`src/rtl/sre_pkg.sv`:
```
package sre_pkg;

  typedef enum logic {
    SLOPE_FALL = 1'b0,
    SLOPE_RISE = 1'b1
  } slope_e;

  // Ideal weight of output cell position 'pos' for a grouping shift of 'g'.
  function automatic int unsigned cell_weight(input int unsigned pos, input int unsigned g);
    int unsigned w;
    if (pos < g)          w = 1 << pos;
    else if (pos <= g + 1) w = 1 << g;
    else                  w = 1 << (pos - 1);
    return w;
  endfunction

endpackage

```
`src/rtl/sre_slope_tracker.sv`:
```
module sre_slope_tracker #(
  parameter int CODE_W = 7,
  parameter int GRP_SH = 3
) (
  input  logic              clk,
  input  logic              rst_n,
  input  logic              take,
  input  logic [CODE_W-1:0] code,
  output sre_pkg::slope_e   slope_now
);
  import sre_pkg::*;

  localparam int IDX_W = CODE_W - GRP_SH;

  logic [IDX_W-1:0] idx_cur;
  logic [IDX_W-1:0] idx_q, idx_d;
  logic             armed_q, armed_d;
  slope_e           slope_q, slope_d;

  assign idx_cur = code[CODE_W-1:GRP_SH];

  always_comb begin
    slope_d = slope_q;
    idx_d   = idx_q;
    armed_d = armed_q;
    if (take) begin
      if (armed_q && (idx_cur > idx_q)) slope_d = SLOPE_RISE;
      else if (armed_q && (idx_cur < idx_q)) slope_d = SLOPE_FALL;
      idx_d   = idx_cur;
      armed_d = 1'b1;
    end
  end

  always_ff @(posedge clk or negedge rst_n) begin
    if (!rst_n) begin
      slope_q <= SLOPE_RISE;
      idx_q   <= '0;
      armed_q <= 1'b0;
    end else if (take) begin
      slope_q <= slope_d;
      idx_q   <= idx_d;
      armed_q <= armed_d;
    end
  end

  assign slope_now = slope_d;

endmodule

```
`src/rtl/sre_cell_mapper.sv`:
```
module sre_cell_mapper #(
  parameter int CODE_W = 7,
  parameter int GRP_SH = 3
) (
  input  logic [CODE_W-1:0] code,
  input  sre_pkg::slope_e   slope,
  output logic [CODE_W:0]   cells
);
  import sre_pkg::*;

  logic swap;

  assign swap = (slope == SLOPE_RISE) && code[GRP_SH+1] && !code[GRP_SH];

  generate
    for (genvar i = 0; i < GRP_SH; i++) begin : g_low
      assign cells[i] = code[i];
    end
    for (genvar k = GRP_SH + 2; k < CODE_W; k++) begin : g_high
      assign cells[k+1] = code[k];
    end
  endgenerate

  assign cells[GRP_SH]     = code[GRP_SH] | swap;
  assign cells[GRP_SH + 1] = swap;
  assign cells[GRP_SH + 2] = code[GRP_SH+1] & ~swap;

endmodule

```
`src/rtl/sre_out_stage.sv`:
```
module sre_out_stage #(
  parameter int OUT_W = 8
) (
  input  logic             clk,
  input  logic             rst_n,
  input  logic             load,
  input  logic [OUT_W-1:0] word_in,
  output logic             valid_q,
  output logic [OUT_W-1:0] word_q
);
  logic [OUT_W-1:0] word_d;

  always_comb begin
    word_d = word_q;
    if (load) word_d = word_in;
  end

  always_ff @(posedge clk or negedge rst_n) begin
    if (!rst_n) begin
      valid_q <= 1'b0;
      word_q  <= '0;
    end else begin
      valid_q <= load;
      word_q  <= word_d;
    end
  end

endmodule

```
`src/rtl/slope_redundant_encoder.sv`:
```
module slope_redundant_encoder #(
  parameter int CODE_W = 7,
  parameter int GRP_SH = 3
) (
  input  logic              clk,
  input  logic              rst_n,
  input  logic              in_valid,
  input  logic [CODE_W-1:0] in_code,
  output logic              out_valid,
  output logic [CODE_W:0]   out_word
);
  import sre_pkg::*;

  localparam int OUT_W = CODE_W + 1;

  slope_e           slope_now;
  logic [OUT_W-1:0] cells;

  sre_slope_tracker #(.CODE_W(CODE_W), .GRP_SH(GRP_SH)) u_track (
    .clk       (clk),
    .rst_n     (rst_n),
    .take      (in_valid),
    .code      (in_code),
    .slope_now (slope_now)
  );

  sre_cell_mapper #(.CODE_W(CODE_W), .GRP_SH(GRP_SH)) u_map (
    .code  (in_code),
    .slope (slope_now),
    .cells (cells)
  );

  sre_out_stage #(.OUT_W(OUT_W)) u_out (
    .clk     (clk),
    .rst_n   (rst_n),
    .load    (in_valid),
    .word_in (cells),
    .valid_q (out_valid),
    .word_q  (out_word)
  );

endmodule

```
`config.mk`:
```
export PLATFORM = sky130hd
export DESIGN_NAME = slope_redundant_encoder
export DESIGN_NICKNAME = d
export VERILOG_FILES = /design/src/rtl/sre_pkg.sv /design/src/rtl/sre_slope_tracker.sv /design/src/rtl/sre_cell_mapper.sv /design/src/rtl/sre_out_stage.sv /design/src/rtl/slope_redundant_encoder.sv
export SDC_FILE = /design/constraint.sdc
export NUM_CORES = 1
export LEC_CHECK = 0
export BUFFER_PORTS_ARGS = -buffer_cell sky130_fd_sc_hd__buf_2
export CORE_UTILIZATION = 40
export CTS_CLUSTER_DIAMETER = 150
export DETAILED_ROUTE_END_ITERATION = 16
export PLACE_DENSITY = 0.68
export SLEW_MARGIN = 10
export SYNTH_ARGS = -nofsm -noshare
export SYNTH_HDL_FRONTEND = slang
export SYNTH_SLANG_ARGS = --single-unit
```
`constraint.sdc`:
```
create_clock -name clk -period 1.8 [get_ports clk]
set_input_delay 0.09 -clock clk [delete_from_list [all_inputs] [get_ports clk]]
set_output_delay 0.09 -clock clk [all_outputs]
set_load 0.02 [all_outputs]
```
# Yosys cells after proc, flatten, opt, wreduce, memory -nomap -nowiden
# Index checks and enable logic that the tools add are counted.
dict set report op_classes {
  n_addsub 0
  mul 0
  n_div 0
  magnitude_cmp 2
  eq_ne 0
  shifts 0
  muxes 3
  bitwise_logic 3
  reduce_logical 5
}
# operator count
set ops {}
lappend ops {{$gt A4 B4 Y1} 1}
lappend ops {{$logic_and A1 B1 Y1} 4}
lappend ops {{$lt A4 B4 Y1} 1}
lappend ops {{$mux W1} 3}
lappend ops {{$and A1 B1 Y1} 1}
lappend ops {{$logic_not A1 Y1} 1}
lappend ops {{$not A1 Y1} 1}
lappend ops {{$or A1 B1 Y1} 1}
dict set report word_totals {
  ff_bits 15
  latchBits 0
  ramBits 0
  romBits 0
  out_inout_bits 9
  elab_cells 18
  n_memories 0
}

# Longest topological paths before layout
dict set report depth {
  ltp_word 9
  mapped_depth 6
  depth_no_buf 6
}

# Modules after synthesis
# From an unflattened synthesis, not the netlist that was laid out.
dict set report hier_totals {
  cells_unflattened 60
  area_unflattened_um2 754.5
}
# mod n_inst cells_per_inst area_per_inst_um2 seq_area_each_um2
set by_module_without_submodules {}
lappend by_module_without_submodules {sre_out_stage 1 18 356.6 225.2}
lappend by_module_without_submodules {sre_slope_tracker 1 31 326.6 151.4}
lappend by_module_without_submodules {sre_cell_mapper 1 11 71.3 0.0}

# Worst setup path after synthesis
# OpenSTA, ideal clock, no wires.
dict set report synth_path {
  path_type {register to register}
  start {register u_track.idx_q[1]}
  end {register u_out.word_q[5]}
  arrival_ns 1.297
  required_time_ns 1.676
  slack_ns 0.379
  stages_incl_launch_ff 7
  path_buffers 0
  path_cell_list {dfrtp_1 -> inv_1 -> ha_1 -> nor2b_2 -> o211ai_1 -> a31o_2 -> o31a_1}
}
dict set report synth_via {
  elab_chain_len 9
  word_cells_on_any_way 11
  cone_classes {order compare (2); mux (3); bitwise (2); reduce/logical (4)}
}
# element line_no
set synth_rtl {}
lappend synth_rtl {{start: declaration} sre_slope_tracker.sv:16} ;# logic [IDX_W-1:0] idx_q, idx_d;
lappend synth_rtl {{start signal: assignment} sre_slope_tracker.sv:41} ;# idx_q <= idx_d;
lappend synth_rtl {{$lt A4 B4 Y1} sre_slope_tracker.sv:28} ;# else if (armed_q && (idx_cur < idx_q)) slope_d = SLOPE_FALL;
lappend synth_rtl {{$logic_and A1 B1 Y1} sre_slope_tracker.sv:28}
lappend synth_rtl {{$mux W1} sre_slope_tracker.sv:28}
lappend synth_rtl {{$mux W1 (*)} sre_slope_tracker.sv:27} ;# if (armed_q && (idx_cur > idx_q)) slope_d = SLOPE_RISE;
lappend synth_rtl {{$mux W1 (*)} sre_slope_tracker.sv:26} ;# if (take) begin
lappend synth_rtl {{$logic_and A1 B1 Y1 (*) (2 in a row)} sre_cell_mapper.sv:13} ;# assign swap = (slope == SLOPE_RISE) && code[GRP_SH+1] && !code[GRP_SH];
lappend synth_rtl {{$not A1 Y1 (*)} sre_cell_mapper.sv:26} ;# assign cells[GRP_SH + 2] = code[GRP_SH+1] & ~swap;
lappend synth_rtl {{$and A1 B1 Y1 (*)} sre_cell_mapper.sv:26}
lappend synth_rtl {{end signal: assignment} sre_out_stage.sv:24} ;# word_q <= word_d;
lappend synth_rtl {{end: declaration} sre_out_stage.sv:9} ;# output logic [OUT_W-1:0] word_q
# Every way passes the cells marked *; elsewhere a longest branch is shown, timed or not.
# A chain may end at the register's enable or synchronous reset.

# Worst setup path in the final report
# Same ends and word-level chain as after synthesis.

==> metrics.md <==
| Metric | Value |
|---|---|
| Status | `finished clean` |
| Adder-cell area share of the yosys netlist | `8.247%` |
| Final setup violation count | `0` |
| Antenna Nets Post-Route | `0` |
| Gpl congestion | `between 0.7 and 0.8` |
| FF+latch area | `326.6 sq um` |
| CP Capture Point | `u_out.word_q[5]` |
| Largest net degree at the start of global routing | `20` |
| Synth area leaders | `dfrtp_1, ha_1, inv_1, mux2_1, dfstp_2` |
| Critical path endpoint category | `register` |
| Via density per instance | `approximately 5` |
| Syn nets | `68` |
| Detail Placement HPWL | `747.4 um` |
| Sequential element share of the synthesized area | `between 50% and 60%` |
| CTS HTree Levels | `1` |
| Yosys warnings | `0` |
| P_leak | `0.3695 nW` |
| Initial core utilization | `between 40% and 50%` |
| Main combinational cell family by area after synthesis | `compound AO/OA/AOI/OAI gates` |
| Total Routed Length | `1.035 mm` |
| Kind of critical path | `reg -> reg` |
| Final nets | `88` |
| CP Cell Sequence | `inv_1 -> ha_1 -> nor2b_2 -> o211ai_1 -> a31o_2 -> o31a_1` |
| Setup TNS Final | `0 ps` |
| Row count | `13` |
| Min-Delay Path Class | `in -> reg` |
| Max Clock Skew | `1.794 ps` |
| Avg Cell Area, Syn | `11.24 sq um` |
| Slew Viols, Final | `0` |
| Worst VDD drop | `0.5050 mV` |
| Core box area | `1350 sq um` |
| DR vias | `439` |
| Clock Latency Late Sink | `270 ps` |
| Post-Syn Area | `between 600 and 700 sq um` |
| Max-slew headroom | `about three quarters` |
| Most frequent cell after synthesis | `dfrtp_1` |
| Mux cell area share after synthesis | `7.423%` |
| Area growth, synth to finish | `19.38%` |
| RSZ-0062 raised after global routing | `no` |
| Die area | `between 1500 and 2000 sq um` |
| Library cells used by synthesis | `20` |
| First-pass GRT wire length | `around 1.8 mm` |
| Synth Register Bits | `13` |
| Xor/xnor cell area share of the yosys netlist | `0%` |
| Peak per-stage delay on the critical path | `330 ps` |
| Startpoint Class | `register` |
| Synth top cells by count | `dfrtp_1, inv_1, nand2_1, ha_1, o21ai_1` |
| Ant. Diodes | `0` |
| First-pass DRT Iterations | `2` |
| Max-Cap Viols | `0` |
| Area of the multi-input gates | `219.0 sq um` |
| Main flop type after synthesis | `dfrtp_1` |
| Final WS setup | `289.9 ps` |
| Port Buffers | `18` |
| Syn Inst Count | `between 50 and 60` |
| Vias in the first global route | `400` |
| Root Driver | `clkbuf_4` |
| FF-to-FF path depth | `6` |
| CTS clk-pin slew, worst paths | `80 ps` |
| Clock sinks | `13` |
| Final hold violation count | `0` |
| # DRC | `0` |
| Tmin final | `1510 ps` |
| Simple-Gate Fraction of Synth Area | `7.835%` |
| Slowest stage cell, crit path | `dfrtp_1` |
| Power Density | `about 900 nW/um^2` |
| Placement Setup Slack | `291.1 ps` |
| Post-synthesis compound-gate area fraction | `12.58%` |
| Fraction of layout cells with a size suffix above 1 | `35.62%` |
| RR Endpoint | `u_out.word_q[5]` |
| Synth async-reset ratio | `100.0%` |
| Die Y | `~41 um` |
| Worst EP arrival | `1670 ps` |
| Final Cycle Share | `83.90%` |
| Slew @ Worst Pin | `347.0 ps` |
| Yosys top cell area share | `49.48%` |
| Layout fillers | `approximately 120` |
| Ports | `19` |
| WL/cell | `~12 um` |
| CTS tree | `built` |
| Overflow after GRT | `0` |
| R2R Setup Slk | `290 ps` |
| Cell accounting for the most synthesized area | `dfrtp_1` |
| Setup crit start | `u_track.idx_q[1]` |
| GRT Overall Usage | `17.83%` |
| Setup Buffers After CTS | `0` |
| Antenna violations before repair | `0` |
| CP Max Fanout | `4` |
| TritonCTS Buffers | `3` |
| Maximum buffer depth of the clock tree | `2` |
| Die W | `a little over 40 um` |
| Reg2Reg Launch Point | `u_track.idx_q[1]` |
| Max Clk Rate | `around 660 MHz` |
| DR iter-0 viols | `9` |
| Number of enable flip-flop cells after synthesis | `0` |
| Critical path required time | `1960 ps` |
worst min-delay path by stage:
stage / from / slack (ps) / cells after the start / end
2_1_floorplan: rst_n / -210 / 0 / u_out.valid_q
3_3_place_gp: rst_n / -9 / 1 / u_out.valid_q
3_5_place_dp: rst_n / -7 / 1 / u_out.valid_q
4_1_cts: in_code[0] / 20 / 2 / u_out.word_q[0]
5_1_grt: in_code[0] / 20 / 2 / u_out.word_q[0]
6_report: in_code[0] / 20 / 2 / u_out.word_q[0]
per-stage QoR:
step           area [sq um]  hold WS, ps  total power, mW  std cells  util, %
2_1_floorplan         606.8       -205.6           0.4360         54        -
3_3_place_gp          688.2       -9.073           0.4752         83    50.97
3_5_place_dp          688.2       -7.317           0.4794         83    50.97
4_1_cts               724.4        17.32           0.6625         88    53.66
5_1_grt               724.4        16.03           0.7009         88    53.66
6_report              724.4        24.08           0.6529         88    53.66
logic make-up (layout without fill, tap and decap cells):
family	count (synthesis)	in the layout
compound gates	10	10
fa+ha+maj	4	4
buf+inv	13	32
flops	13	13
mux	4	4
simple gates	10	10
registers in the layout (all words and copies together) (netlist names):
register,count
u_out.valid_q,1
u_track.slope_q,1
u_out.word_q,8
u_track.idx_q,2
u_track.armed_q,1
cell usage in the layout, fill, tap and decap left out:
cell	synthesis	final
buf_2	1	18
o221ai_1	1	1
nor2b_2	1	1
mux2_1	3	3
inv_1	9	9
dlygate4sd3_1	0	1
o32ai_2	1	1
nand2_1	6	6
a31o_2	1	1
nor2_1	1	1
dfrtp_1	12	12
o211ai_1	1	1
ha_1	4	4
dfstp_2	1	1
o31a_1	1	1
a31oi_1	1	1
o21ai_1	4	4
nand4_1	1	1
mux2_2	1	1
or2_1	1	1
clkbuf_4	0	3
clkbuf_1	0	1
worst max-delay path: cells and delay by family (launching register included):
kind	cells	cell delay, ps
compound gates	3	620
flops	1	330
buf+inv	1	50
fa+ha+maj	1	280
simple gates	1	130
metal layers:
layer,track usage [%],routed length (um),vias to the layer above
met5,0,0,-
li1,-,-,217
met3,9.783,64,2
met2,25.78,467,13
met1,20.62,490,207
met4,10.00,12,0
where the power goes:
| part | switching [mW] | total, mW | internal, mW |
|---|---|---|---|
| Combinational | 0.0828 | 0.140 | 0.0569 |
| Clock | 0.0934 | 0.179 | 0.0859 |
| Sequential | 0.0109 | 0.334 | 0.323 |
| Total | 0.187 | 0.653 | 0.466 |
timing repair:
action                    4_1_cts  5_1_grt
hold endpoints to repair       13        0
hold buffers                    1        0
gates resized for setup         0        0
final cells by class:
type	count	share of cell area, %
Sequential cell	13	45.08
Multi-Input combinational cell	28	30.22
Timing Repair Buffer	19	13.82
Inverter	9	4.663
Clock buffer	4	3.627
Tap cell	15	2.591
(Power assumes the default switching activity.)
